File: config.mk
export PLATFORM = sky130hd
export DESIGN_NAME = range_clamp
export DESIGN_NICKNAME = d
export VERILOG_FILES = /design/src/rtl/range_clamp.sv
export SDC_FILE = /design/constraint.sdc
export NUM_CORES = 1
export LEC_CHECK = 0
export BUFFER_PORTS_ARGS = -buffer_cell sky130_fd_sc_hd__buf_2
export CORE_ASPECT_RATIO = 1.75
export CORE_UTILIZATION = 60
export DETAILED_ROUTE_END_ITERATION = 10
export GPL_TIMING_DRIVEN = 0
export PLACE_DENSITY = 0.77
export SLEW_MARGIN = 10
export SYNTH_ARGS = -nofsm -noshare
export SYNTH_HDL_FRONTEND = slang
export SYNTH_SLANG_ARGS = --single-unit
File: constraint.sdc
create_clock -name clk -period 4.6 [get_ports clk]
set_clock_uncertainty 0.1 [all_clocks]
set_input_delay 0.69 -clock clk [delete_from_list [all_inputs] [get_ports clk]]
set_output_delay 0.69 -clock clk [all_outputs]
set_load 0.03 [all_outputs]
File: src/rtl/range_clamp.sv
module range_clamp #(
  parameter int DW   = 16,
  parameter int SELW = 4
) (
  input  logic            clk,
  input  logic            rst_n,
  input  logic            wr_en,
  input  logic [SELW-1:0] wr_addr,
  input  logic [2*DW-1:0] wr_data,
  input  logic            lim_en,
  input  logic [SELW-1:0] sel,
  input  logic            in_valid,
  input  logic [DW-1:0]   in_data,
  output logic            out_valid,
  output logic [DW-1:0]   out_data
);
  localparam int NPAIR = 1 << SELW;
  localparam logic [DW-1:0] MAXV = {1'b0, {(DW-1){1'b1}}};
  localparam logic [DW-1:0] MINV = {1'b1, {(DW-1){1'b0}}};

  logic [2*DW-1:0] bank [NPAIR];

  always_ff @(posedge clk or negedge rst_n) begin
    if (!rst_n) begin
      for (int i = 0; i < NPAIR; i++) bank[i] <= {MAXV, MINV};
    end else if (wr_en) begin
      bank[wr_addr] <= wr_data;
    end
  end

  logic signed [DW-1:0] hi, lo, din, clamped;
  assign hi  = bank[sel][2*DW-1:DW];
  assign lo  = bank[sel][DW-1:0];
  assign din = in_data;
  assign clamped = (din < lo) ? lo : (din > hi) ? hi : din;

  always_ff @(posedge clk or negedge rst_n) begin
    if (!rst_n) begin
      out_valid <= 1'b0;
      out_data  <= '0;
    end else begin
      out_valid <= in_valid;
      if (in_valid) out_data <= lim_en ? clamped : in_data;
    end
  end
endmodule


==> results.toml, run 1 <==
[setup_path]
critPathArrivalTime_ns = 4.85
slowest_delay_ns = 0.74
cp-endpoint = "out_data[13]$_DFFE_PN0P_"
reg2reg_depth = 12
worstPathMaxFanout = 10
required_ns = 4.99
ff2ff_setup_slack_ns = 0.58
r2r_end = "out_data[13]$_DFFE_PN0P_"
critPathCaptureType = "flop"
cp-startpoint = "sel[2]"
critPathLaunchType = "input pin"
path_class = "input pin to flop"
reg2reg_from = "bank[177]$_DFFE_PN1P_"
cp_cell_sequence = "buf_2 > buf_6 > nor2b_1 > clkbuf_1 > clkbuf_1 > a221oi_2 > ha_1 > a21o_1 > a221oi_1 > o211ai_1 > o21ai_4 > buf_2 > mux2_2 > o221ai_2"
cp_slowest_cell = "clkbuf_1"

[clock_network]
clkTransAtPathRegs_ns = 0.06
clockBufferDepth = 3
cts_root_buffer = "clkbuf_16"
cts_buffers = 48
insertion_delay_ns = 0.59
clock-sinks = 529
cts_tree = "done"
h-tree-depth = 2

[cells_and_area]
stdcell_count = 2320
final_cell_mix = "mux2_2 (540), dfrtp_1 (273), dfstp_2 (256)"
fin_area_sq_um = 28000
final_common_cell = "mux2_2"
nets = 1818
syn_to_final_growth_pct = 11.9
drive_gt1_share_pct = 64.4

[floorplanning]
die_w_microns = 156
rows = 98
core_sq_um = 41100
dieArea_sq_um = 42600
pin_count = 78
start_util_pct = 61.0
chipHeight_microns = 272

[hold_path]
hold_path.class = "input pin to flop"
min_from = "in_valid"
holdPathStages = 1

[drt]
drc = 0
avgViaCountPerCell = 6.41
wirelength_microns = 64600
drtIter0Drc = 979
drt-wirelength-per-cell_microns = 27.8
dr.pass1.iters = 6
num_vias = 14900
ant_nets = 0

[timing]
final-setup-viol-count = 0
relSlewSlack_pct = 24.4
holdWs_ns = 0.262
tightestPinTransition_ns = 1.13
drv_slew = 0
fin_crit_ns = 4.46
rsz0062_at_grt = "false"
hold_viol_final = 0
fin_crit_sh_pct = 97.0
max_freq_ghz = 0.224

[power_and_ir_drop]
total_power_w = 0.0137
seq_power_share_pct = 48.6
leakagePower_nw = 11.4
power_density_nw_per_um2 = 488
max-vdd-ir-drop_mv = 0.372
sw_frac_of_total_pct = 25.9
pwr-share-comb_pct = 20.3
pwr-share-clk_pct = 31.1
p_int_w = 0.0101
p_switching_w = 0.00354

[global_routing]
grt_use_total_pct = 32.2
antenna_found_initial = 10
overflow = 0
grt_max_degree = 125
grt_pass1_wl_microns = 100000
grt_pass1_vias = 16500

[synthesis]
synth_flop_cell = "dfrtp_1"
ys_seq_elements = 529
postSynthCellCount = 1596
netlist_area_sq_um = 25100
yosys_warnings = 0
post_synth_num_cell_types = 53
syn_nets = 1688
synth_edf_count = 0
async_flop_share_pct = 100
avgSynthCellArea_sq_um = 15.7
yosysSeqAreaShare_pct = 54.1

[run]
cap_violations = 0

[placed_design]
placement.io_buffers = 74
routabilityCongestion = 0.899
placed_area_sq_um = 26300
hpwl_microns = 45700
dp.cells = 2225

[outcome]
status = "finished, final reports clean"
==> cell usage after synthesis (2+ instances only) <==
cell      instances  area (sq um)
nand3b_1          3          22.5
dfrtp_1         273          6830
mux2_2          540          6080
nand2b_1          5          31.3
dfstp_2         256          6730
a22o_1           15           131
o31ai_1           2          15.0
o21ai_0          51           255
buf_4             7          52.6
nor3b_1           2          15.0
nand2_1          20          75.1
mux2i_1          17           170
a22oi_1           2          15.0
buf_1            21          78.8
o221ai_1          6          52.6
nand3_1           4          20.0
clkbuf_1         93           349
buf_2            12          60.1
ha_1             31           388
a21oi_1           7          35.0
nand4_1           5          31.3
buf_6             3          33.8
and2_1            2          12.5
nor2b_1           3          18.8
or3_1             3          18.8
a221oi_1         16           140
mux2_1            2          22.5
mux4_2          127          2860
o221ai_2         10           150
inv_1            18          67.6
nor2_1           14          52.6
a21o_1            3          22.5
and3_1            3          18.8
==> metal layers <==
metal	global-route usage (%)	vias up	share of wire, %	wire length [microns]
met1	37.9	7941	36	23300
met3	5.01	201	5.0	3230
met4	19.1	12	6.5	4190
met2	55.5	423	52	33800
met5	0	-	0.13	86
li1	-	6285	-	-
==> state kept, by name (all words and copies together), names as in the netlist <==
| name | count |
|---|---|
| bank | 512 |
| out_data | 16 |
| out_valid | 1 |
==> logic make-up (layout without fill, tap and decap cells) <==
| kind of cell | after synthesis | in the layout | synth area share [%] |
|---|---|---|---|
| compound gates | 124 | 124 | 3.68 |
| fa+ha+maj | 31 | 31 | 1.55 |
| buf+inv | 154 | 324 | 2.56 |
| flops | 529 | 529 | 54.1 |
| mux | 688 | 688 | 36.6 |
| other cells | 0 | 4 | 0 |
| simple gates | 70 | 70 | 1.49 |
==> repair_timing <==
| item | CTS | global route |
|---|---|---|
| endpoints found under the hold margin | 7 | 0 |
| resized for setup | 14 | 16 |
| setup endpoints to repair | 16 | 11 |
| hold buffers | 1 | 0 |
| buffers inserted | 0 | 0 |
==> how the worst min path moves through the flow <==
stage,end
after global placement,bank[426]$_DFFE_PN0P_
final,out_valid$_DFF_PN0_
after detailed placement,bank[352]$_DFFE_PN0P_
after floorplan,bank[0]$_DFFE_PN0P_
after CTS,out_valid$_DFF_PN0_
after global routing,out_valid$_DFF_PN0_
==> worst max-delay path: cells and delay by family <==
family,cells,cell delay (ns)
buffers and inverters,5,1.88
AO/OA/AOI/OAI,6,1.39
multiplexers,1,0.38
adder cells (fa/ha/maj),1,0.36
AND/OR/NAND/NOR,1,0.14
==> area by class of cell <==
| class | instances | area (sq um) |
|---|---|---|
| Fill cell | 2812 | 13000 |
| Clock inverter | 20 | 274 |
| Timing Repair Buffer | 80 | 528 |
| Tap cell | 550 | 688 |
| Sequential cell | 529 | 13600 |
| Multi-Input combinational cell | 913 | 10900 |
| Clock buffer | 70 | 1400 |
| Antenna cell | 4 | 10.0 |
| Inverter | 18 | 67.6 |
| Buffer | 136 | 596 |
==> power groups by stage <==
stage | combinational [W] | clock (W) | sequential [W]
finish | 0.00278 | 0.00425 | 0.00664
global route | 0.00299 | 0.00449 | 0.00677
CTS | 0.00278 | 0.00430 | 0.00663
detailed placement | 0.00275 | 0 | 0.00670
global placement | 0.00262 | 0 | 0.00660
floorplan | 0.00201 | 0 | 0.00654
==> through the flow <==
| step | TNS [ns] | utilization, % | worst slack, ns |
|---|---|---|---|
| 4_1_cts | 0 | 68.1 | 0.00261 |
| 3_3_place_gp | -2972.08 | 63.6 | -7.17 |
| 2_1_floorplan | 0 | - | 0.341 |
| 6_report | 0 | 68.3 | 0.140 |
| 5_1_grt | 0 | 68.3 | 0.00156 |
| 3_5_place_dp | -19.51 | 63.9 | -1.32 |
Power figures use the tool's default switching activity.
==> inputs of run 2 (changes only) <==
Settings changed: CORE_UTILIZATION 60 to 40, PLACE_DENSITY 0.77 to default.
==> results.toml, run 2 (synthesis results as in run 1) <==
[timing]
hold_viol_final = 0
tightestPinTransition_ns = 1.16
max_freq_ghz = 0.224
drv_slew = 0
fin_crit_sh_pct = 97.2
holdWs_ns = 0.0577
rsz0062_at_grt = "false"
fin_crit_ns = 4.47
relSlewSlack_pct = 22.9
final-setup-viol-count = 0
tns_ns = 0

[setup_path]
crit_buf_inv = 4
reg2reg_from = "bank[145]$_DFFE_PN1P_"
cp.depth = 14
critPathLaunchType = "input pin"
slowest_delay_ns = 0.47
cp_cell_sequence = "buf_6 > buf_2 > clkbuf_4 > mux4_2 > mux2_2 > o21ai_1 > ha_1 > a21o_1 > a21oi_1 > o22ai_1 > o41ai_2 > nand4_2 > buf_4 > o221ai_2"
reg2reg_depth = 12
r2r_end = "out_data[13]$_DFFE_PN0P_"
worstPathMaxFanout = 10
critPathCaptureType = "flop"
cp_slowest_cell = "clkbuf_4"
ff2ff_setup_slack_ns = 0.57
required_ns = 5.00
path_class = "input pin to flop"
cp-startpoint = "sel[1]"
cp-endpoint = "out_data[13]$_DFFE_PN0P_"
path_delay_family = "compound AO/OA/AOI/OAI gates"
critPathArrivalTime_ns = 4.88

[floorplanning]
chipHeight_microns = 333
core_sq_um = 62100
pin_count = 78
start_util_pct = 40.4
die_w_microns = 191
dieArea_sq_um = 63700
rows = 121

[placed_design]
routabilityCongestion = 0.901
hpwl_microns = 50800
dp.cells = 2475
placement.io_buffers = 74

[drt]
dr.pass1.iters = 5
drtIter0Drc = 783
drt-wirelength-per-cell_microns = 27.7
avgViaCountPerCell = 5.74
drc = 0
num_vias = 14800
wirelength_microns = 71300
ant_nets = 0

[clock_network]
cts_buffers = 50
cts_tree = "done"
clkTransAtPathRegs_ns = 0.07
clockBufferDepth = 3
clock-sinks = 529
h-tree-depth = 2
cts_root_buffer = "clkbuf_16"
insertion_delay_ns = 0.60
post-cts-setup-buffers = 0
holdBufCountCts = 0

[power_and_ir_drop]
max-vdd-ir-drop_mv = 0.336
power_density_nw_per_um2 = 486
leakagePower_nw = 11.4

[cells_and_area]
stdcell_count = 2570
drive_gt1_share_pct = 64.5
regMostFlops = "bank"
nets = 1820
reg.largest.list = "bank x512, out_data x16, out_valid x1"
syn_to_final_growth_pct = 13.2
largest_reg_flops = 512
final_cell_mix = "mux2_2 (540), dfrtp_1 (273), dfstp_2 (256)"
final_common_cell = "mux2_2"

[global_routing]
grt_pass1_wl_microns = 108000
antenna_found_initial = 5
overflow = 0
grt_use_total_pct = 23.2
grt_max_degree = 120
grt_pass1_vias = 16200

[outcome]
status = "finished, final reports clean"

[run]
cap_violations = 0

[hold_path]
hold_path.class = "input pin to async pin"
-- run 2: worst reg2reg max path, stage by stage (launching register included) --
cell and delay (ns):
dfstp_2 0.37, mux4_2 0.47, a22o_1 0.25, a221oi_1 0.67, ha_1 0.39, nand2b_1 0.08
a21oi_1 0.06, o31ai_1 0.20, a2bb2oi_1 0.15, o21ai_4 0.31, buf_2 0.38, mux2_2 0.39
o221ai_2 0.13
-- run 2: layout make-up --
class / count / area [sq um]
Fill cell: 5535 / 33700
Sequential cell: 529 / 13600
Multi-Input combinational cell: 913 / 10900
Clock buffer: 74 / 1410
Tap cell: 799 / 1000
Buffer: 136 / 613
Timing Repair Buffer: 80 / 505
Clock inverter: 20 / 275
Inverter: 18 / 67.6
Antenna cell: 1 / 2.50
-- run 2: through the flow --
stage          total power (W)  instance area, sq um  utilization, %  worst slack [ns]
2_1_floorplan          0.00855                 25100               -             0.341
3_3_place_gp           0.00930                 26400            42.6             -7.53
3_5_place_dp           0.00951                 26600            42.8             -1.52
4_1_cts                 0.0139                 28300            45.6            0.0138
5_1_grt                 0.0144                 28400            45.7           0.00597
6_report                0.0138                 28400            45.7             0.127
-- run 2: routing by layer --
layer	up-vias	wire, microns	GRT usage (%)
met5	-	49	0
li1	6254	-	-
met3	166	2610	2.84
met1	7987	26300	26.5
met4	8	3470	10.8
met2	336	38900	42.4
-- run 2: where the power goes --
part	internal, W	total [W]	switching, W
sequential	0.00610	0.00663	0.000536
clock	0.00247	0.00434	0.00186
combinational	0.00159	0.00281	0.00123
-- run 2: how the worst min path moves through the flow --
stage                             to  depth (start not counted)             startpoint  slack [ns]
2_1_floorplan    bank[0]$_DFFE_PN0P_                          0                  rst_n        0.29
3_3_place_gp   bank[480]$_DFFE_PN0P_                          1  bank[480]$_DFFE_PN0P_        0.38
3_5_place_dp   bank[102]$_DFFE_PN0P_                          1  bank[102]$_DFFE_PN0P_        0.39
4_1_cts        bank[395]$_DFFE_PN0P_                          1                  rst_n        0.05
5_1_grt        bank[171]$_DFFE_PN0P_                          1                  rst_n         0.1
6_report       bank[395]$_DFFE_PN0P_                          1                  rst_n        0.06
-- run 2: timing repair --
action,CTS,global route
resized for setup,27,17
hold endpoints to repair,0,0
pin swaps,0,0
endpoints found under the setup margin,16,15
